<file path="config.mk">
export PLATFORM = sky130hd
export DESIGN_NAME = i2c_bus_clear
export DESIGN_NICKNAME = d
export VERILOG_FILES = /design/src/rtl/bc_pkg.sv /design/src/rtl/bc_sync.sv /design/src/rtl/bc_timer.sv /design/src/rtl/bc_fsm.sv /design/src/rtl/i2c_bus_clear.sv
export SDC_FILE = /design/constraint.sdc
export NUM_CORES = 1
export LEC_CHECK = 0
export BUFFER_PORTS_ARGS = -buffer_cell sky130_fd_sc_hd__buf_4
export CAP_MARGIN = 20
export CORE_ASPECT_RATIO = 1.25
export CORE_MARGIN = 2
export CORE_UTILIZATION = 60
export CTS_BUF_LIST = sky130_fd_sc_hd__clkbuf_8
export DETAILED_ROUTE_END_ITERATION = 10
export PLACE_DENSITY = 0.77
export SLEW_MARGIN = 5
export SYNTH_ARGS = -nofsm -noshare
export SYNTH_HDL_FRONTEND = slang
export SYNTH_SLANG_ARGS = --single-unit
</file>
<file path="constraint.sdc">
create_clock -name clk -period 2.3 [get_ports clk]
set_input_delay 0 -clock clk [delete_from_list [all_inputs] [get_ports clk]]
set_output_delay 0 -clock clk [all_outputs]
set_load 0.03 [all_outputs]
</file>
<file path="src/rtl/bc_pkg.sv">
package bc_pkg;

  typedef enum logic [3:0] {
    ST_IDLE,
    ST_CHECK,
    ST_SDA_LO,
    ST_SCL_REL,
    ST_SAMP_A,
    ST_SAMP_B,
    ST_SAMP_C,
    ST_FINAL,
    ST_WAIT
  } bc_state_e;

  function automatic int unsigned us_to_cyc(input int unsigned us, input int unsigned cpu);
    int unsigned v;
    v = us * cpu;
    return (v == 0) ? 1 : v;
  endfunction

endpackage

</file>
<file path="src/rtl/bc_sync.sv">
module bc_sync #(
  parameter int W      = 2,
  parameter int STAGES = 2
) (
  input  logic         clk,
  input  logic         rst_n,
  input  logic [W-1:0] d,
  output logic [W-1:0] q
);

  logic [W-1:0] pipe [STAGES];

  genvar g;
  generate
    for (g = 0; g < STAGES; g++) begin : g_stage
      if (g == 0) begin : g_first
        always_ff @(posedge clk or negedge rst_n) begin
          if (!rst_n) pipe[g] <= '1;
          else        pipe[g] <= d;
        end
      end else begin : g_next
        always_ff @(posedge clk or negedge rst_n) begin
          if (!rst_n) pipe[g] <= '1;
          else        pipe[g] <= pipe[g-1];
        end
      end
    end
  endgenerate

  assign q = pipe[STAGES-1];

endmodule

</file>
<file path="src/rtl/bc_timer.sv">
module bc_timer #(
  parameter int TW = 16
) (
  input  logic          clk,
  input  logic          rst_n,
  input  logic          load,
  input  logic [TW-1:0] load_val,
  output logic          expired
);

  logic [TW-1:0] cnt;

  always_ff @(posedge clk or negedge rst_n) begin
    if (!rst_n)              cnt <= '0;
    else if (load)           cnt <= (load_val == '0) ? '0 : load_val - 1'b1;
    else if (cnt != '0)      cnt <= cnt - 1'b1;
  end

  assign expired = (cnt == '0) && !load;

endmodule

</file>
<file path="src/rtl/bc_fsm.sv">
module bc_fsm
  import bc_pkg::*;
#(
  parameter int MAX_PULSES = 9,
  parameter int CW         = 4,
  parameter int TW         = 16,
  parameter int STEP_CYC   = 5,
  parameter int SHORT_CYC  = 20,
  parameter int LONG_CYC   = 10000,
  parameter int SETTLE_CYC = 10
) (
  input  logic          clk,
  input  logic          rst_n,
  input  logic          start,
  input  logic          bus_active,
  input  logic          wr_full,
  input  logic          scl_s,
  input  logic          sda_s,
  input  logic          tmr_expired,
  output logic          tmr_load,
  output logic [TW-1:0] tmr_val,
  output logic          scl_drv,
  output logic          sda_drv,
  output logic          running,
  output logic          done,
  output logic          pass,
  output logic [CW-1:0] pulses
);

  localparam logic [CW-1:0] K_MAX = CW'(MAX_PULSES);
  localparam logic [TW-1:0] T_STEP   = TW'(STEP_CYC);
  localparam logic [TW-1:0] T_SHORT  = TW'(SHORT_CYC);
  localparam logic [TW-1:0] T_LONG   = TW'(LONG_CYC);
  localparam logic [TW-1:0] T_SETTLE = TW'(SETTLE_CYC);

  bc_state_e st, ret_st;
  logic      scl_was_hi;

  always_ff @(posedge clk or negedge rst_n) begin
    if (!rst_n) begin
      st         <= ST_IDLE;
      ret_st     <= ST_IDLE;
      scl_was_hi <= 1'b0;
      scl_drv    <= 1'b0;
      sda_drv    <= 1'b0;
      done       <= 1'b0;
      pass       <= 1'b0;
      pulses     <= '0;
      tmr_load   <= 1'b0;
      tmr_val    <= '0;
    end else begin
      done     <= 1'b0;
      tmr_load <= 1'b0;
      unique case (st)
        ST_IDLE: begin
          if (start) begin
            pulses <= '0;
            if (bus_active || wr_full) begin
              scl_was_hi <= 1'b0;
              st         <= ST_CHECK;
            end else begin
              done <= 1'b1;
              pass <= 1'b1;
            end
          end
        end
        ST_CHECK: begin
          if (pulses == K_MAX || (sda_s && scl_was_hi)) begin
            scl_drv  <= 1'b0;
            sda_drv  <= 1'b0;
            tmr_val  <= T_SETTLE;
            tmr_load <= 1'b1;
            ret_st   <= ST_FINAL;
            st       <= ST_WAIT;
          end else begin
            scl_drv  <= 1'b1;
            tmr_val  <= T_STEP;
            tmr_load <= 1'b1;
            ret_st   <= ST_SDA_LO;
            st       <= ST_WAIT;
          end
        end
        ST_SDA_LO: begin
          sda_drv  <= 1'b1;
          tmr_val  <= T_STEP;
          tmr_load <= 1'b1;
          ret_st   <= ST_SCL_REL;
          st       <= ST_WAIT;
        end
        ST_SCL_REL: begin
          scl_drv  <= 1'b0;
          tmr_val  <= T_STEP;
          tmr_load <= 1'b1;
          ret_st   <= ST_SAMP_A;
          st       <= ST_WAIT;
        end
        ST_SAMP_A: begin
          if (!scl_s) begin
            tmr_val  <= T_SHORT;
            tmr_load <= 1'b1;
            ret_st   <= ST_SAMP_B;
            st       <= ST_WAIT;
          end else begin
            st <= ST_SAMP_B;
          end
        end
        ST_SAMP_B: begin
          if (!scl_s) begin
            tmr_val  <= T_LONG;
            tmr_load <= 1'b1;
            ret_st   <= ST_SAMP_C;
            st       <= ST_WAIT;
          end else begin
            st <= ST_SAMP_C;
          end
        end
        ST_SAMP_C: begin
          scl_was_hi <= scl_s;
          sda_drv    <= 1'b0;
          pulses     <= pulses + 1'b1;
          tmr_val    <= T_STEP;
          tmr_load   <= 1'b1;
          ret_st     <= ST_CHECK;
          st         <= ST_WAIT;
        end
        ST_FINAL: begin
          done <= 1'b1;
          pass <= !bus_active;
          st   <= ST_IDLE;
        end
        ST_WAIT: begin
          if (tmr_expired) st <= ret_st;
        end
        default: st <= ST_IDLE;
      endcase
    end
  end

  assign running = (st != ST_IDLE);

endmodule

</file>
<file path="src/rtl/i2c_bus_clear.sv">
module i2c_bus_clear #(
  parameter int CYC_PER_US  = 19,
  parameter int MAX_PULSES  = 9,
  parameter int STEP_US     = 5,
  parameter int SHORT_US    = 25,
  parameter int LONG_US     = 10000,
  parameter int SETTLE_US   = 10,
  parameter int SYNC_STAGES = 2
) (
  input  logic       clk,
  input  logic       rst_n,
  input  logic       start,
  input  logic       bus_active,
  input  logic       wr_full,
  input  logic       scl_in,
  input  logic       sda_in,
  output logic       scl_oe,
  output logic       sda_oe,
  output logic       busy,
  output logic       done,
  output logic       pass,
  output logic [3:0] pulse_cnt
);

  localparam int STEP_CYC   = int'(bc_pkg::us_to_cyc(STEP_US, CYC_PER_US));
  localparam int SHORT_CYC  = int'(bc_pkg::us_to_cyc(SHORT_US, CYC_PER_US));
  localparam int LONG_CYC   = int'(bc_pkg::us_to_cyc(LONG_US, CYC_PER_US));
  localparam int SETTLE_CYC = int'(bc_pkg::us_to_cyc(SETTLE_US, CYC_PER_US));
  localparam int MAX_CYC    = (LONG_CYC > SHORT_CYC) ? LONG_CYC : SHORT_CYC;
  localparam int TW         = $clog2(MAX_CYC + 1) + 1;
  localparam int CW         = $clog2(MAX_PULSES + 1);

  logic [1:0]    pins_s;
  logic          tmr_load, tmr_expired;
  logic [TW-1:0] tmr_val;
  logic [CW-1:0] pulses;

  bc_sync #(.W(2), .STAGES(SYNC_STAGES)) u_sync (
    .clk   (clk),
    .rst_n (rst_n),
    .d     ({scl_in, sda_in}),
    .q     (pins_s)
  );

  bc_timer #(.TW(TW)) u_timer (
    .clk      (clk),
    .rst_n    (rst_n),
    .load     (tmr_load),
    .load_val (tmr_val),
    .expired  (tmr_expired)
  );

  bc_fsm #(
    .MAX_PULSES (MAX_PULSES),
    .CW         (CW),
    .TW         (TW),
    .STEP_CYC   (STEP_CYC),
    .SHORT_CYC  (SHORT_CYC),
    .LONG_CYC   (LONG_CYC),
    .SETTLE_CYC (SETTLE_CYC)
  ) u_fsm (
    .clk         (clk),
    .rst_n       (rst_n),
    .start       (start),
    .bus_active  (bus_active),
    .wr_full     (wr_full),
    .scl_s       (pins_s[1]),
    .sda_s       (pins_s[0]),
    .tmr_expired (tmr_expired),
    .tmr_load    (tmr_load),
    .tmr_val     (tmr_val),
    .scl_drv     (scl_oe),
    .sda_drv     (sda_oe),
    .running     (busy),
    .done        (done),
    .pass        (pass),
    .pulses      (pulses)
  );

  assign pulse_cnt = 4'(pulses);

endmodule

</file>
==> flow_summary_export.csv <==
group,metric,value,unit
status,status,"finished clean",
synth,synth_edf_count,0,
cells_and_area,area.growth.synth_to_final,14.8,%
worst_setup_path,crit_required,2.52,ns
cts,cts-root-buf,"clkbuf_8",
hold_path,hp-class,"input port to flop",
placed_design,dp_cells,367,
synth,syn-instance-count,298,
worst_setup_path,cp-end-kind,"flop",
synth,yosys.cell_count.top_type,"dfrtp_1",
power_and_ir_drop,powerDensity,1230,mW/mm²
placed_design,routabilityCongestion,0.911,
detailed_routing,post-route-drc-count,0,
timing,relSlewSlack,56.6,%
synth,synth_async_sr_flop_share,100,%
worst_setup_path,rr_endpoint,"u_fsm.st[2]",
cells_and_area,multi_input_area,0.00143,mm²
synth,netlist.area_leader.share,40.3,%
timing,tightestPinTransition,0.645,ns
synth,yosysWarnings,0,
detailed_routing,drt-wirelength-per-cell,16.6,µm
die,start_util,62.2,%
worst_setup_path,startpoint_type,"flop",
cells_and_area,seq_area,0.00121,mm²
synth,seq_area_frac_synth,44.2,%
cts,worstSkewPairLatency,0.31,ns
worst_setup_path,crit_chain,"or4_4 > or2_4 > nor3_4 > a2111oi_1 > nor3_1",
detailed_routing,wl,6310,µm
worst_setup_path,slowest_delay,0.56,ns
die,die_x,64.3,µm
worst_setup_path,worst-path-max-fanout,6,
worst_setup_path,crit_type,"flop to flop",
timing,hold_viol_final,0,
cells_and_area,final_util,71.4,%
die,rows,27,
synth,synth-seq-cells,48,
cells_and_area,final_cells,381,
grt,grt_pass1_wl,11200,µm
detailed_routing,viasPerCell,6.27,
synth,yosysUniqueCellTypes,60,
detailed_routing,drt_iter0_drc,136,
worst_setup_path,rrSetupSlack,0.29,ns
die,io_pins,16,
detailed_routing,num_vias,2389,
grt,antenna_found_initial,0,
worst_setup_path,crit_start,"u_timer.cnt[15]",
worst_setup_path,r2r_cells,5,
synth,yosys.area.top_type,"dfrtp_1",
timing,fmax,497,MHz
flow_run,maxCapViolCount,0,
grt,grt_max_degree,49,
grt,grt.total_usage,28.0,%
detailed_routing,postRouteAntennaNets,0,
timing,report.final.setup_viol,0,
synth,syn-num-nets,310,
cts,cts.path.max_buffers,2,
synth,synth_ff_type,"dfrtp_1",
detailed_routing,first_pass_iters,4,
cts,cts_max_level,2,
cells_and_area,fill_cells,351,
placed_design,dp_slack,0.204,ns
timing,drv_slew,0,
cts,cts_tree,"built",
worst_setup_path,cp-endpoint,"u_fsm.st[2]",
worst_setup_path,timing.rr.start,"u_timer.cnt[15]",
cells_and_area,nets,334,
synth,yosys-top-cells-area,"dfrtp_1, a21oi_1, xnor2_1, dfstp_2, nor2_1",
worst_setup_path,slowest_stage,"or4_4",
power_and_ir_drop,ir_drop,0.800,mV
timing,postLayoutSetupSlackWorst,0.286,ns
synth,syn_area,0.00273,mm²
cts,path_clk_slew,0.09,ns
cts,cts_sinks,48,
grt,first_global_vias,2332,
cells_and_area,drive_gt1_share,15.8,%
die,fp.coreArea,0.00439,mm²
timing,period_share,87.6,%
placed_design,portBuffers,15,
worst_setup_path,arrival,2.23,ns
synth,synth.avg_cell_area,9.17,µm²
placed_design,dp_hpwl,4590,µm
timing,finClkSkew,0.0145,ns
grt,grt_overflow,0,
power_and_ir_drop,p_leak,0.00131,µW
die,die_y,79.4,µm
timing,rsz0062_at_grt,"no",
timing,final.min_clock_period,2.01,ns
cts,cts_made_buffers,5,
timing,tns,0,ns
die,dieArea,0.00511,mm²
synth,netlist_top_cells_count,"dfrtp_1, nor2_1, a21oi_1, nand2_1, o21ai_0",
cells_and_area,diodes,0,
[layout by cell type (no fill, tap or decap), types with 6 or more instances in the layout]
| cell | synthesis | routed |
|---|---|---|
| dfrtp_1 | 44 | 44 |
| nand2_1 | 23 | 23 |
| nor4_1 | 9 | 9 |
| a21oi_1 | 23 | 23 |
| dlygate4sd3_1 | 0 | 6 |
| xnor2_1 | 13 | 13 |
| nand3_1 | 13 | 13 |
| nor2_1 | 28 | 28 |
| o21ai_0 | 21 | 21 |
| buf_4 | 0 | 26 |
| inv_1 | 11 | 11 |
| clkbuf_8 | 0 | 7 |
| nor3_1 | 9 | 9 |
[layer usage]
metal / vias up / global-route usage, % / wire length, µm
li1: 1141 / - / -
met1: 1165 / 34.7 / 2590
met2: 59 / 46.7 / 3180
met3: 24 / 4.09 / 259
met4: 0 / 16.0 / 284
met5: - / 0 / 0
[power by group]
group          leakage, µW  internal, µW  switching [µW]
Sequential        0.000586          1140             472
Combinational     0.000664           740             833
Clock            0.0000645           384             279
[registers in the layout (all words and copies together), names as in the netlist]
| register | flops |
|---|---|
| u_fsm.pass | 1 |
| u_fsm.tmr_load | 1 |
| u_fsm.scl_drv | 1 |
| u_timer.cnt | 19 |
| u_fsm.pulses | 4 |
| u_fsm.ret_st | 3 |
| u_fsm.scl_was_hi | 1 |
| u_fsm.st | 4 |
| u_fsm.sda_drv | 1 |
| u_fsm.tmr_val | 8 |
| u_sync.q | 2 |
| u_fsm.done | 1 |
| u_sync.pipe | 2 |
[timing repair]
item / 4_1_cts / 5_1_grt
setup endpoints to repair: 0 / 1
resized for setup: 0 / 1
hold buffers: 6 / 0
setup buffers: 0 / 0
hold endpoints to repair: 48 / 0
[cells by family (layout without fill, tap and decap cells)]
| logic type | count (synthesis) | in the layout | synth area share [%] |
|---|---|---|---|
| compound gates | 89 | 89 | 21.6 |
| xor+xnor | 15 | 15 | 4.81 |
| fa+ha+maj | 5 | 5 | 2.29 |
| buf+inv | 26 | 51 | 3.62 |
| flops | 48 | 48 | 44.2 |
| simple gates | 115 | 115 | 23.5 |
[worst max-delay path, delay by kind of cell, from the launching register on]
family	cells	cell delay (ns)
flops	1	0.44
compound gates	1	0.15
simple gates	4	1.34
[cell type report]
type | instances | share of cell area [%]
flip-flops and latches | 48 | 38.5
clock inverters | 1 | 0.958
inverters | 11 | 1.32
well taps | 58 | 2.32
multi-input cells | 224 | 45.7
clock buffers | 7 | 3.07
repair buffers | 32 | 8.14
[per-stage QoR]
step	cell area [µm²]	power, µW	hold WS [ns]
after floorplan	2730	2670	-0.296
after global placement	2940	3110	0.0441
after detailed placement	2940	3160	0.0569
after CTS	3130	3840	0.207
after global routing	3130	4130	0.251
final	3130	3840	0.199
[worst min-delay path by stage]
stage          cells past startpoint  startpoint         endpoint
2_1_floorplan                      0       rst_n       u_fsm.done
3_3_place_gp                       1       rst_n  u_timer.cnt[13]
3_5_place_dp                       1       rst_n  u_timer.cnt[14]
4_1_cts                            4       start  u_fsm.pulses[1]
5_1_grt                            4       start  u_fsm.pulses[1]
6_report                           4       start  u_fsm.pulses[1]
Note: power is estimated with default switching activity, not from simulation.
